[src/rtl/bw_token_pkg.sv]
package bw_token_pkg;
  typedef enum logic [1:0] {
    SRC_NONE = 2'd0,
    SRC_OWN  = 2'd1,
    SRC_LEND = 2'd2
  } src_kind_e;
endpackage

[src/rtl/bw_rst_sync.sv]
module bw_rst_sync (
  input  logic clk,
  input  logic rst_n,
  output logic rst_n_sync
);
  logic stage1_q;
  logic stage2_q;

  always_ff @(posedge clk or negedge rst_n) begin
    if (!rst_n) begin
      stage1_q <= 1'b0;
      stage2_q <= 1'b0;
    end else begin
      stage1_q <= 1'b1;
      stage2_q <= stage1_q;
    end
  end

  assign rst_n_sync = stage2_q;
endmodule

[src/rtl/bw_rate_gen.sv]
module bw_rate_gen #(
  parameter int PERIOD_W = 8
) (
  input  logic                clk,
  input  logic                rst_n,
  input  logic [PERIOD_W-1:0] period,
  output logic                tick
);
  logic [PERIOD_W-1:0] cnt_q;
  logic [PERIOD_W-1:0] cnt_d;
  logic                cnt_en;

  always_comb begin
    tick   = (cnt_q == '0);
    cnt_en = 1'b1;
    cnt_d  = tick ? period : cnt_q - 1'b1;
  end

  always_ff @(posedge clk or negedge rst_n) begin
    if (!rst_n) begin
      cnt_q <= '0;
    end else if (cnt_en) begin
      cnt_q <= cnt_d;
    end
  end
endmodule

[src/rtl/bw_token_bank.sv]
module bw_token_bank #(
  parameter int NUM_GROUPS = 4,
  parameter int NUM_RES    = 20,
  parameter int TOK_W      = 3,
  localparam int GID_W     = $clog2(NUM_GROUPS),
  localparam int RES_W     = $clog2(NUM_RES)
) (
  input  logic                  clk,
  input  logic                  rst_n,
  input  logic [NUM_GROUPS-1:0] tick,
  input  logic [TOK_W-1:0]      tok_max,
  input  logic                  take_en,
  input  logic [GID_W-1:0]      take_grp,
  input  logic [RES_W-1:0]      take_res,
  input  logic [RES_W-1:0]      query_res,
  output logic [NUM_GROUPS-1:0] avail
);
  localparam int CELLS = NUM_GROUPS * NUM_RES;

  logic [CELLS-1:0] nonzero;

  for (genvar g = 0; g < NUM_GROUPS; g++) begin : g_grp
    for (genvar r = 0; r < NUM_RES; r++) begin : g_res
      logic [TOK_W-1:0] cnt_q;
      logic [TOK_W-1:0] cnt_d;
      logic [TOK_W-1:0] after_take;
      logic             take;
      logic             cell_en;

      always_comb begin
        take       = take_en && (take_grp == GID_W'(g)) && (take_res == RES_W'(r));
        after_take = cnt_q - TOK_W'(take);
        cnt_d      = after_take;
        if (tick[g] && (after_take < tok_max)) begin
          cnt_d = after_take + 1'b1;
        end
        cell_en = take | tick[g];
      end

      always_ff @(posedge clk or negedge rst_n) begin
        if (!rst_n) begin
          cnt_q <= '0;
        end else if (cell_en) begin
          cnt_q <= cnt_d;
        end
      end

      assign nonzero[g*NUM_RES + r] = (cnt_q != '0);
    end
  end

  always_comb begin
    avail = '0;
    for (int g = 0; g < NUM_GROUPS; g++) begin
      for (int r = 0; r < NUM_RES; r++) begin
        if (query_res == RES_W'(r)) begin
          avail[g] = nonzero[g*NUM_RES + r];
        end
      end
    end
  end
endmodule

[src/rtl/bw_lend_arb.sv]
module bw_lend_arb
  import bw_token_pkg::*;
#(
  parameter int NUM_GROUPS = 4,
  localparam int GID_W     = $clog2(NUM_GROUPS)
) (
  input  logic [GID_W-1:0]            own_grp,
  input  logic [NUM_GROUPS-1:0]       avail,
  input  logic [NUM_GROUPS*GID_W-1:0] lend_order,
  output logic                        hit,
  output logic [GID_W-1:0]            src_grp,
  output logic                        lent
);
  src_kind_e        kind;
  logic [GID_W-1:0] cand;

  always_comb begin
    kind    = SRC_NONE;
    src_grp = own_grp;
    cand    = '0;
    if (avail[own_grp]) begin
      kind = SRC_OWN;
    end else begin
      for (int k = 0; k < NUM_GROUPS; k++) begin
        cand = lend_order[k*GID_W +: GID_W];
        if ((kind == SRC_NONE) && (cand != own_grp) && avail[cand]) begin
          kind    = SRC_LEND;
          src_grp = cand;
        end
      end
    end
    hit  = (kind != SRC_NONE);
    lent = (kind == SRC_LEND);
  end
endmodule

[src/rtl/bw_overcommit.sv]
module bw_overcommit #(
  parameter int WAIT_W = 8
) (
  input  logic              clk,
  input  logic              rst_n,
  input  logic              waiting,
  input  logic [WAIT_W-1:0] limit,
  output logic              irq
);
  logic [WAIT_W-1:0] wait_q;
  logic [WAIT_W-1:0] wait_d;
  logic              irq_q;
  logic              irq_d;
  logic              upd_en;

  always_comb begin
    if (waiting) begin
      wait_d = (&wait_q) ? wait_q : wait_q + 1'b1;
    end else begin
      wait_d = '0;
    end
    irq_d  = waiting && (wait_d >= limit);
    upd_en = waiting | (wait_q != '0) | irq_q;
  end

  always_ff @(posedge clk or negedge rst_n) begin
    if (!rst_n) begin
      wait_q <= '0;
      irq_q  <= 1'b0;
    end else if (upd_en) begin
      wait_q <= wait_d;
      irq_q  <= irq_d;
    end
  end

  assign irq = irq_q;
endmodule

[src/rtl/bw_token_mgr.sv]
module bw_token_mgr #(
  parameter int NUM_GROUPS   = 4,
  parameter int NUM_BANKS    = 16,
  parameter int NUM_IO       = 2,
  parameter int CLASS_PER_IO = 2,
  parameter int NUM_REQ      = 8,
  parameter int TOK_W        = 3,
  parameter int PERIOD_W     = 8,
  parameter int WAIT_W       = 8,
  localparam int NUM_RES     = NUM_BANKS + NUM_IO * CLASS_PER_IO,
  localparam int GID_W       = $clog2(NUM_GROUPS),
  localparam int RES_W       = $clog2(NUM_RES),
  localparam int REQ_W       = $clog2(NUM_REQ)
) (
  input  logic                           clk,
  input  logic                           rst_n,
  input  logic                           mgr_en,
  input  logic [NUM_REQ*GID_W-1:0]       req_group_map,
  input  logic [NUM_GROUPS*PERIOD_W-1:0] grp_period,
  input  logic [TOK_W-1:0]               tok_max,
  input  logic [NUM_GROUPS*GID_W-1:0]    lend_order,
  input  logic [WAIT_W-1:0]              wait_limit,
  input  logic                           req_valid,
  input  logic [REQ_W-1:0]               req_id,
  input  logic [RES_W-1:0]               req_res,
  output logic                           req_grant,
  output logic [GID_W-1:0]               grant_src,
  output logic                           grant_lent,
  output logic                           ovc_irq
);
  logic                  rst_n_int;
  logic [NUM_GROUPS-1:0] tick;
  logic [NUM_GROUPS-1:0] avail;
  logic [GID_W-1:0]      own_grp;
  logic                  arb_hit;
  logic [GID_W-1:0]      arb_src;
  logic                  arb_lent;
  logic                  take_en;
  logic                  waiting;

  bw_rst_sync u_rst (
    .clk        (clk),
    .rst_n      (rst_n),
    .rst_n_sync (rst_n_int)
  );

  for (genvar g = 0; g < NUM_GROUPS; g++) begin : g_rate
    bw_rate_gen #(.PERIOD_W(PERIOD_W)) u_rate (
      .clk    (clk),
      .rst_n  (rst_n_int),
      .period (grp_period[g*PERIOD_W +: PERIOD_W]),
      .tick   (tick[g])
    );
  end

  always_comb begin
    own_grp = '0;
    for (int i = 0; i < NUM_REQ; i++) begin
      if (req_id == REQ_W'(i)) begin
        own_grp = req_group_map[i*GID_W +: GID_W];
      end
    end
  end

  bw_token_bank #(
    .NUM_GROUPS (NUM_GROUPS),
    .NUM_RES    (NUM_RES),
    .TOK_W      (TOK_W)
  ) u_bank (
    .clk       (clk),
    .rst_n     (rst_n_int),
    .tick      (tick),
    .tok_max   (tok_max),
    .take_en   (take_en),
    .take_grp  (arb_src),
    .take_res  (req_res),
    .query_res (req_res),
    .avail     (avail)
  );

  bw_lend_arb #(.NUM_GROUPS(NUM_GROUPS)) u_arb (
    .own_grp    (own_grp),
    .avail      (avail),
    .lend_order (lend_order),
    .hit        (arb_hit),
    .src_grp    (arb_src),
    .lent       (arb_lent)
  );

  always_comb begin
    take_en    = mgr_en && req_valid && arb_hit;
    req_grant  = req_valid && (!mgr_en || arb_hit);
    grant_src  = '0;
    grant_lent = 1'b0;
    if (req_grant) begin
      grant_src  = mgr_en ? arb_src : own_grp;
      grant_lent = mgr_en && arb_lent;
    end
    waiting = req_valid && !req_grant;
  end

  bw_overcommit #(.WAIT_W(WAIT_W)) u_ovc (
    .clk     (clk),
    .rst_n   (rst_n_int),
    .waiting (waiting),
    .limit   (wait_limit),
    .irq     (ovc_irq)
  );
endmodule

[config.mk]
export PLATFORM = sky130hd
export DESIGN_NAME = bw_token_mgr
export DESIGN_NICKNAME = d
export VERILOG_FILES = /design/src/rtl/bw_token_pkg.sv /design/src/rtl/bw_rst_sync.sv /design/src/rtl/bw_rate_gen.sv /design/src/rtl/bw_token_bank.sv /design/src/rtl/bw_lend_arb.sv /design/src/rtl/bw_overcommit.sv /design/src/rtl/bw_token_mgr.sv
export SDC_FILE = /design/constraint.sdc
export NUM_CORES = 1
export LEC_CHECK = 0
export BUFFER_PORTS_ARGS = -buffer_cell sky130_fd_sc_hd__clkbuf_2
export CAP_MARGIN = 20
export CORE_MARGIN = 2
export CORE_UTILIZATION = 55
export CTS_BUF_LIST = sky130_fd_sc_hd__clkbuf_8
export DETAILED_ROUTE_END_ITERATION = 16
export GPL_ROUTABILITY_DRIVEN = 0
export PLACE_DENSITY = 0.8
export SLEW_MARGIN = 20
export SYNTH_ARGS = -nofsm -noshare
export SYNTH_HDL_FRONTEND = slang
export SYNTH_SLANG_ARGS = --single-unit
[constraint.sdc]
create_clock -name clk -period 15.5 [get_ports clk]
set_input_delay 0.775 -clock clk [delete_from_list [all_inputs] [get_ports clk]]
set_output_delay 0.775 -clock clk [all_outputs]
set_load 0.01 [all_outputs]
==> results_tabular.tex, run 1 <==
\begin{tabular}{lr}
\hline
Metric & Value \\
\hline
\multicolumn{2}{l}{\textbf{Setup path}} \\
Number of cell instances on the worst register-to-register path & 24 \\
Critical path capture point & u\_bank.g\_grp[3].g\_res[19].cnt\_q[2]\$\_DFFE\_PN0P\_ \\
Critical Path Fanout Max & 29 \\
Worst r2r src & u\_bank.g\_grp[0].g\_res[9].cnt\_q[2]\$\_DFFE\_PN0P\_ \\
Worst setup SP type & input port \\
Setup crit end kind & flop \\
End of the worst register-to-register path & u\_bank.g\_grp[3].g\_res[19].cnt\_q[2]\$\_DFFE\_PN0P\_ \\
Data required time at the worst endpoint & between 15 and 20 ns \\
WS Path Type & input port to flop \\
Worst Setup SP & req\_res[1] \\
Flop-to-flop setup slack & between 8 and 9 ns \\
Worst EP arrival & 8.33 ns \\
\multicolumn{2}{l}{\textbf{Route}} \\
WL per Instance & 20.5 um \\
Number of routed nets with antenna violations & 0 \\
Detailed-route wire length & 77.6 mm \\
Via-to-Cell Ratio & between 6 and 7 \\
Overall via count from detail\_route & 24500 \\
First-pass DRT Iterations & 6 \\
Initial drt markers & 2268 \\
DRC & 0 \\
\multicolumn{2}{l}{\textbf{Final layout}} \\
Final design area excluding fillers & between 20000 and 30000 um2 \\
Area occupied by multi-input gates & 17600 um2 \\
Fillers & 4019 \\
Final layout net count & 3624 \\
Most used cells in the layout excluding fill and tap cells & sky130\_fd\_sc\_hd\_\_ha\_1, sky130\_fd\_sc\_hd\_\_inv\_1, sky130\_fd\_sc\_hd\_\_dfrtp\_1 \\
Commonest non-fill, non-tap cell in the layout & sky130\_fd\_sc\_hd\_\_ha\_1 \\
Layout Area Growth over Synthesis & 8.16\% \\
Seq. cell area & 7090 um2 \\
Fraction of final layout cells sized beyond drive strength 1 & 10.1\% \\
\multicolumn{2}{l}{\textbf{Clock tree}} \\
Clock buffers created by TritonCTS & 56 \\
Quantity of hold-fixing buffers added after cts & 1 \\
Post\_cts resized & 0 \\
Clock tree from TritonCTS & done \\
Root Driver & sky130\_fd\_sc\_hd\_\_clkbuf\_8 \\
Number of levels the H-tree was split into & 2 \\
Count of buffers added by post-CTS timing repair for setup & 0 \\
Clock slew at the register clock pins of the worst setup and hold paths & 0.06 ns \\
Number of clock sinks & 283 \\
Clock insertion delay at the later pin of the skew report & 0.70 ns \\
Buffer depth of the longest clock path & 3 \\
\multicolumn{2}{l}{\textbf{Global route}} \\
Maximum number of pins on one net before global-route repair & between 80 and 90 \\
Initial antenna violation count & 9 \\
Gr busiest metal & met2 \\
Sum of overflow across all layers after global routing & 0 \\
M2 GR Usage & 51.3\% \\
Wire length of the first global-routing pass & 125 mm \\
Overall routing resource usage & 30.9\% \\
Number of global-route vias before repair & 25100 \\
Met1 track utilization from global routing & 35.6\% \\
Met3 Track Usage GR & 8.80\% \\
\multicolumn{2}{l}{\textbf{Timing}} \\
Final TNS setup & 0 ns \\
Top achievable clock speed & 130 MHz \\
Period minus WS final & 7.71 ns \\
Final Setup Violations & 0 \\
Tightest Pin Transition & 1.12 ns \\
Final hold slack & 0.278 ns \\
Worst slew margin & 25.2\% \\
Final worst clock skew & about 0.049 ns \\
Final-report hold violation count & 0 \\
Setup repair after global routing missed its margin & no \\
Final Slew Violations & 0 \\
Final cycle utilization of the critical path & about half \\
\multicolumn{2}{l}{\textbf{Logic synthesis}} \\
Synthesized net count & $\sim$3600 \\
Post-synthesis async set-or-reset flop share & 100\% \\
Total number of yosys warnings & 0 \\
Distinct cell type count of the synthesized netlist & 98 \\
Post-synthesis cell count & 3066 \\
Post-synthesis sequential element count & 283 \\
Mean instance size in the synthesized netlist & between 8 and 9 um2 \\
Synth Cell Area & about 27000 um2 \\
Commonest register cell after synthesis & sky130\_fd\_sc\_hd\_\_dfrtp\_1 \\
EDFF count, synth & 0 \\
Portion of the post-synthesis area used by sequential elements & a little over a quarter \\
\multicolumn{2}{l}{\textbf{Floorplanning}} \\
Area enclosed by the die boundary & 50300 um2 \\
Core Region & 47800 um2 \\
Die outline height & 224 um \\
Io pins & 84 \\
Initial Util & a little under three fifths \\
Std cell rows & 80 \\
Horiz. Die Dim & 224 um \\
\multicolumn{2}{l}{\textbf{Pwr}} \\
Peak supply drop & 0.0603 mV \\
Static leakage & 14.3 nW \\
Final Power & 0.00243 W \\
Power per cell area & 84.3 nW/um2 \\
\multicolumn{2}{l}{\textbf{Flow run}} \\
Maximum capacitance violations & 0 \\
\multicolumn{2}{l}{\textbf{Place}} \\
Placement-stage cell area & 27600 um2 \\
Total of buffers placed on input and output ports & 83 \\
Hpwl dp & 54.2 mm \\
\multicolumn{2}{l}{\textbf{Status}} \\
Result of the run & completed \\
\multicolumn{2}{l}{\textbf{Worst hold path}} \\
Path category of the worst min-delay check & flop to asynchronous set/reset pin \\
\hline
\end{tabular}
-- worst min-delay path by stage --
stage | start | endpoint | slack [ns] | depth (start not counted)
floorplan | u_rst.stage1_q$_DFF_PN0_ | u_rst.rst_n_sync$_DFF_PN0_ | 0.33 | 0
global placement | u_rst.rst_n_sync$_DFF_PN0_ | g_rate[3].u_rate.cnt_q[3]$_DFF_PN0_ | 0.30 | 0
detailed placement | u_rst.rst_n_sync$_DFF_PN0_ | u_bank.g_grp[3].g_res[8].cnt_q[2]$_DFFE_PN0P_ | 0.30 | 0
CTS | grp_period[30] | g_rate[3].u_rate.cnt_q[6]$_DFF_PN0_ | 0.26 | 3
global route | grp_period[10] | g_rate[1].u_rate.cnt_q[2]$_DFF_PN0_ | 0.29 | 3
finish | u_rst.rst_n_sync$_DFF_PN0_ | g_rate[3].u_rate.cnt_q[6]$_DFF_PN0_ | 0.28 | 0
-- routing by layer --
metal  up-vias  part of all wire [%]
met5         -                  0.10
met4         8                   6.0
met3       374                    10
met2      1131                    46
met1     11700                    38
li1      11200                     -
-- cell families (layout without fill, tap and decap cells) --
| kind of cell | count (synthesis) | after routing | synth area share, % |
|---|---|---|---|
| AND/OR/NAND/NOR | 776 | 776 | 14.6 |
| XOR/XNOR | 245 | 245 | 8.05 |
| adder cells (fa/ha/maj) | 418 | 418 | 19.6 |
| buffers and inverters | 506 | 609 | 7.48 |
| multiplexers | 12 | 12 | 0.652 |
| other | 1 | 8 | 0.0141 |
| AO/OA/AOI/OAI | 825 | 825 | 23.1 |
| flip-flops | 283 | 283 | 26.6 |
-- cells in the mapped netlist (12+ instances only) --
master / count / area [um2]
sky130_fd_sc_hd__ha_1: 418 / 5230
sky130_fd_sc_hd__a211oi_2: 21 / 263
sky130_fd_sc_hd__a211oi_1: 12 / 90.1
sky130_fd_sc_hd__a31oi_1: 97 / 607
sky130_fd_sc_hd__nor3_1: 71 / 355
sky130_fd_sc_hd__nor2_1: 187 / 702
sky130_fd_sc_hd__and3_1: 15 / 93.8
sky130_fd_sc_hd__xnor2_1: 90 / 788
sky130_fd_sc_hd__a21o_1: 68 / 510
sky130_fd_sc_hd__nand2b_1: 17 / 106
sky130_fd_sc_hd__o21ai_1: 30 / 150
sky130_fd_sc_hd__dfrtp_1: 283 / 7080
sky130_fd_sc_hd__o21a_1: 19 / 143
sky130_fd_sc_hd__nand3_1: 55 / 275
sky130_fd_sc_hd__o21ai_0: 107 / 536
sky130_fd_sc_hd__a21boi_0: 21 / 158
sky130_fd_sc_hd__clkbuf_1: 72 / 270
sky130_fd_sc_hd__o22ai_1: 12 / 75.1
sky130_fd_sc_hd__xor2_1: 155 / 1360
sky130_fd_sc_hd__inv_1: 393 / 1480
sky130_fd_sc_hd__nor4_1: 18 / 113
sky130_fd_sc_hd__nand4_1: 12 / 75.1
sky130_fd_sc_hd__a221oi_1: 61 / 534
sky130_fd_sc_hd__nor3b_1: 13 / 97.6
sky130_fd_sc_hd__o211ai_1: 18 / 135
sky130_fd_sc_hd__and2_1: 23 / 144
sky130_fd_sc_hd__nand3b_1: 24 / 180
sky130_fd_sc_hd__nand2_1: 252 / 946
sky130_fd_sc_hd__or3_1: 17 / 106
sky130_fd_sc_hd__a21oi_1: 141 / 706
sky130_fd_sc_hd__o32ai_1: 76 / 666
sky130_fd_sc_hd__buf_2: 20 / 100
sky130_fd_sc_hd__o31ai_1: 19 / 143
-- report_power, final --
part	switching [W]	internal [W]	total [W]
logic	0.000444	0.000258	0.000702
registers	0.0000787	0.000819	0.000898
clock network	0.000365	0.000466	0.000831
total	0.000888	0.00154	0.00243
-- through the flow --
step	std cells	util (%)	setup WS (ns)
finish	3791	60.3	7.79
global route	3790	60.3	7.43
CTS	3784	60.2	8.12
detailed placement	3683	57.7	7.43
global placement	3683	57.7	7.60
floorplan	3066	-	7.03
-- critical path, cell delays in order --
cell and delay [ns]:
sky130_fd_sc_hd__clkbuf_2 0.58, sky130_fd_sc_hd__nor2b_1 0.58, sky130_fd_sc_hd__nand3_1 0.58, sky130_fd_sc_hd__o211ai_1 0.39, sky130_fd_sc_hd__o2111ai_1 0.23, sky130_fd_sc_hd__o21ai_1 0.44
sky130_fd_sc_hd__nand2_1 0.26, sky130_fd_sc_hd__a21o_1 0.28, sky130_fd_sc_hd__a2111oi_2 0.48, sky130_fd_sc_hd__a21oi_1 0.19, sky130_fd_sc_hd__nand2_2 0.57, sky130_fd_sc_hd__buf_4 0.44
sky130_fd_sc_hd__nand3_2 0.43, sky130_fd_sc_hd__nor2_1 0.22, sky130_fd_sc_hd__ha_1 0.18, sky130_fd_sc_hd__ha_1 0.24, sky130_fd_sc_hd__inv_1 0.10, sky130_fd_sc_hd__ha_1 0.24
sky130_fd_sc_hd__a21o_1 0.16, sky130_fd_sc_hd__a21oi_1 0.27, sky130_fd_sc_hd__nand2_1 0.11, sky130_fd_sc_hd__xor2_1 0.13, sky130_fd_sc_hd__nor2_1 0.06, sky130_fd_sc_hd__a41oi_1 0.24
sky130_fd_sc_hd__xnor2_1 0.14
-- flip-flops by register name (all words and copies together) (netlist names) --
signal	cells
u_ovc.irq	1
u_rst.stage1_q	1
u_rst.rst_n_sync	1
g_rate.u_rate.cnt_q	32
u_bank.g_grp.g_res.cnt_q	240
u_ovc.wait_q	8
-- layout make-up --
type / count / area share, %
inverters: 394 / 5.14
well taps: 615 / 2.67
repair buffers: 115 / 2.29
clock inverters: 31 / 0.841
clock buffers: 69 / 3.29
multi-input cells: 2277 / 61.1
flip-flops and latches: 283 / 24.6
diodes: 7 / 0.0607
Note: power is estimated with default switching activity, not from simulation.
==> run 2, diff against run 1 <==
Settings changed: PLACE_DENSITY 0.8 to 0.83.
Clock period 15.5 ns to 7 ns, I/O delays scaled along.
==> run 2 against run 1 <==
Wire length down 5.5%. Worst hold slack worse by 0.23 ns. Sequential power up 120%. Combinational power up 130%. Power up 120%. Via count down 1.8%. Utilization up 1.3 points. Die area unchanged. Final cell count up 1.7%. Clock-buffer cell count up 6.
==> results_tabular.tex, run 2 (synthesis gave the netlist of run 1 again) <==
\begin{tabular}{lr}
\hline
Metric & Value \\
\hline
\multicolumn{2}{l}{\textbf{Floorplanning}} \\
Core Region & 47800 um2 (unchanged) \\
Initial Util & 55.7\% (unchanged) \\
Die outline height & 224 um (unchanged) \\
Area enclosed by the die boundary & 50300 um2 (unchanged) \\
Horiz. Die Dim & 224 um (unchanged) \\
Std cell rows & 80 (unchanged) \\
Io pins & 84 (unchanged) \\
\multicolumn{2}{l}{\textbf{Final layout}} \\
Filler-free cell count of the finished design & 3854 (+1.7\%) \\
Number of flip-flops under the largest register name & 240 (unchanged) \\
Layout Area Growth over Synthesis & 10.4\% \\
Final layout net count & 3694 (+1.9\%) \\
Registers with the most flip-flops & u\_bank.g\_grp.g\_res.cnt\_q x240, g\_rate.u\_rate.cnt\_q x32, u\_ovc.wait\_q x8 \\
Commonest non-fill, non-tap cell in the layout & sky130\_fd\_sc\_hd\_\_ha\_1 \\
Most used cells in the layout excluding fill and tap cells & sky130\_fd\_sc\_hd\_\_ha\_1, sky130\_fd\_sc\_hd\_\_inv\_1, sky130\_fd\_sc\_hd\_\_dfrtp\_1 \\
Most flops, register & u\_bank.g\_grp.g\_res.cnt\_q \\
Fraction of final layout cells sized beyond drive strength 1 & 10.9\% (+0.87 points) \\
\multicolumn{2}{l}{\textbf{Pwr}} \\
Final Power & 0.00530 W (+120\%) \\
Static leakage & 14.7 nW (+2.2\%) \\
Power per cell area & 180 nW/um2 (+110\%) \\
Peak supply drop & 0.145 mV (+140\%) \\
\multicolumn{2}{l}{\textbf{Route}} \\
Overall via count from detail\_route & 24000 (-1.8\%) \\
First-pass DRT Iterations & 8 (+2) \\
Number of routed nets with antenna violations & 0 (unchanged) \\
Via-to-Cell Ratio & 6.24 (-3.4\%) \\
Detailed-route wire length & 73.3 mm (-5.5\%) \\
DRC & 0 (unchanged) \\
WL per Instance & 19.0 um (-7.1\%) \\
Initial drt markers & 2455 (+8.2\%) \\
\multicolumn{2}{l}{\textbf{Global route}} \\
Wire length of the first global-routing pass & 119 mm (-4.9\%) \\
Initial antenna violation count & 6 (-3) \\
Number of global-route vias before repair & 23600 (-6.0\%) \\
Sum of overflow across all layers after global routing & 0 (unchanged) \\
Maximum number of pins on one net before global-route repair & 150 (+85\%) \\
Overall routing resource usage & 29.2\% (-1.7 points) \\
\multicolumn{2}{l}{\textbf{Setup path}} \\
Worst EP arrival & 6.97 ns (-1.36 ns) \\
Data required time at the worst endpoint & 7.55 ns (-8.57 ns) \\
Setup crit end kind & flop \\
Worst setup SP type & input port \\
WS Path Type & input port to flop \\
Number of cell instances on the worst register-to-register path & 23 (-4.2\%) \\
Critical Path Fanout Max & 19 (-34\%) \\
\multicolumn{2}{l}{\textbf{Timing}} \\
PnR worst setup slack & 0.578 ns (-7.21 ns) \\
Final Setup Violations & 0 (unchanged) \\
Final cycle utilization of the critical path & between 90\% and 100\% \\
Setup repair after global routing missed its margin & no \\
Final worst clock skew & 0.0279 ns (-0.0207 ns) \\
Period minus WS final & $\sim$6.4 ns \\
Final TNS setup & 0 ns (unchanged) \\
Tightest Pin Transition & 1.01 ns (-0.114 ns) \\
Final-report hold violation count & 0 (unchanged) \\
Worst slew margin & 32.8\% (+7.6 points) \\
Top achievable clock speed & between 150 and 200 MHz \\
Final Slew Violations & 0 (unchanged) \\
\multicolumn{2}{l}{\textbf{Worst hold path}} \\
Path category of the worst min-delay check & input port to flop \\
Cell depth of the worst hold path & 3 \\
\multicolumn{2}{l}{\textbf{Clock tree}} \\
Clock tree from TritonCTS & done \\
Clock slew at the register clock pins of the worst setup and hold paths & 0.06 ns (about the same) \\
Number of levels the H-tree was split into & 2 (unchanged) \\
Number of clock sinks & 283 (unchanged) \\
Clock insertion delay at the later pin of the skew report & 0.67 ns (-0.03 ns) \\
Post\_cts resized & 0 (unchanged) \\
Root Driver & sky130\_fd\_sc\_hd\_\_clkbuf\_8 \\
Buffer depth of the longest clock path & 3 (unchanged) \\
Clock buffers created by TritonCTS & 55 (-1.8\%) \\
\multicolumn{2}{l}{\textbf{Flow run}} \\
Maximum capacitance violations & 0 (unchanged) \\
\multicolumn{2}{l}{\textbf{Status}} \\
Result of the run & completed \\
\multicolumn{2}{l}{\textbf{Place}} \\
Placed Instances & 3722 (+1.1\%) \\
Total of buffers placed on input and output ports & 83 (unchanged) \\
Hpwl dp & 51.1 mm (-5.7\%) \\
Post-place setup slack & 0.109 ns (-7.32 ns) \\
\hline
\end{tabular}
## run 2: cell count changes in the layout (fill, tap and decap cells not counted), moves of 6 or more
cell                            before  now
sky130_fd_sc_hd__buf_12              0    6
sky130_fd_sc_hd__dlygate4sd3_1       1   33
sky130_fd_sc_hd__buf_4              32   65
sky130_fd_sc_hd__clkbuf_8           69   75
sky130_fd_sc_hd__clkinv_2           13    5
## run 2: routing by layer
metal / vias up / global-route usage [%] / share of wire, %
li1: 11400 / - / -
met1: 11400 / 35.4 / 40
met2: 1006 / 48.7 / 46
met3: 267 / 7.08 / 9.1
met4: 6 / 14.2 / 4.9
met5: - / 0 / 0.053
## run 2: timing repair
action | 4_1_cts | 5_1_grt
endpoints found under the hold margin | 33 | 0
buffers inserted | 0 | 0
hold buffers | 33 | 0
## run 2: worst max-delay path, cell delays in order
cell and delay (ns):
sky130_fd_sc_hd__clkbuf_2 0.26, sky130_fd_sc_hd__buf_4 0.28, sky130_fd_sc_hd__or4b_4 0.54, sky130_fd_sc_hd__nor2_2 0.25, sky130_fd_sc_hd__a221o_1 0.28, sky130_fd_sc_hd__a21oi_1 0.09
sky130_fd_sc_hd__o41ai_4 0.70, sky130_fd_sc_hd__nand2_1 0.27, sky130_fd_sc_hd__a22o_1 0.27, sky130_fd_sc_hd__o32ai_1 0.46, sky130_fd_sc_hd__o211a_1 0.27, sky130_fd_sc_hd__o22ai_4 0.20
sky130_fd_sc_hd__buf_12 0.23, sky130_fd_sc_hd__buf_4 0.17, sky130_fd_sc_hd__a2111oi_4 0.45, sky130_fd_sc_hd__ha_1 0.23, sky130_fd_sc_hd__ha_1 0.24, sky130_fd_sc_hd__inv_1 0.08
sky130_fd_sc_hd__ha_1 0.22, sky130_fd_sc_hd__a21o_1 0.16, sky130_fd_sc_hd__a21oi_1 0.14, sky130_fd_sc_hd__nand2_1 0.15, sky130_fd_sc_hd__nor2_1 0.21, sky130_fd_sc_hd__xor2_1 0.19
sky130_fd_sc_hd__o21ai_1 0.10, sky130_fd_sc_hd__xnor2_1 0.15
## run 2: area by class of cell
cell class	instances	area, um2
clock inverters	21	85.1
fillers	3996	18400
flip-flops and latches	283	7090
multi-input cells	2277	17600
inverters	394	1480
well taps	615	769
clock buffers	75	1030
diodes	3	7.51
repair buffers	186	1350
## run 2: worst paths after layout
check	from	end	slack, ns
setup / recovery	req_res[1]	u_bank.g_grp[1].g_res[11].cnt_q[2]$_DFFE_PN0P_	0.58
hold / removal	grp_period[23]	g_rate[2].u_rate.cnt_q[7]$_DFF_PN0_	0.05
setup reg to reg	u_bank.g_grp[2].g_res[8].cnt_q[2]$_DFFE_PN0P_	u_bank.g_grp[1].g_res[11].cnt_q[2]$_DFFE_PN0P_	0.59
hold reg to reg	u_rst.rst_n_sync$_DFF_PN0_	g_rate[3].u_rate.cnt_q[0]$_DFF_PN0_	0.32
max in group asynchronous	u_rst.rst_n_sync$_DFF_PN0_	u_bank.g_grp[0].g_res[17].cnt_q[1]$_DFFE_PN0P_	5.43
min in group asynchronous	u_rst.rst_n_sync$_DFF_PN0_	g_rate[3].u_rate.cnt_q[0]$_DFF_PN0_	0.32
## run 2: stage by stage
step / util (%) / hold slack, ns / area, um2
after global routing: 61.5 / 0.0291 / 29400
after detailed placement: 58.5 / 0.138 / 28000
after global placement: 58.5 / 0.137 / 28000
after CTS: 61.5 / 0.00202 / 29400
after floorplan: - / 0.0544 / 26700
final: 61.6 / 0.0468 / 29400
## run 2: where the power goes
group          switching, W  internal [W]
Sequential         0.000170       0.00181
Clock              0.000782      0.000941
Combinational      0.000955      0.000643
Total               0.00191       0.00340
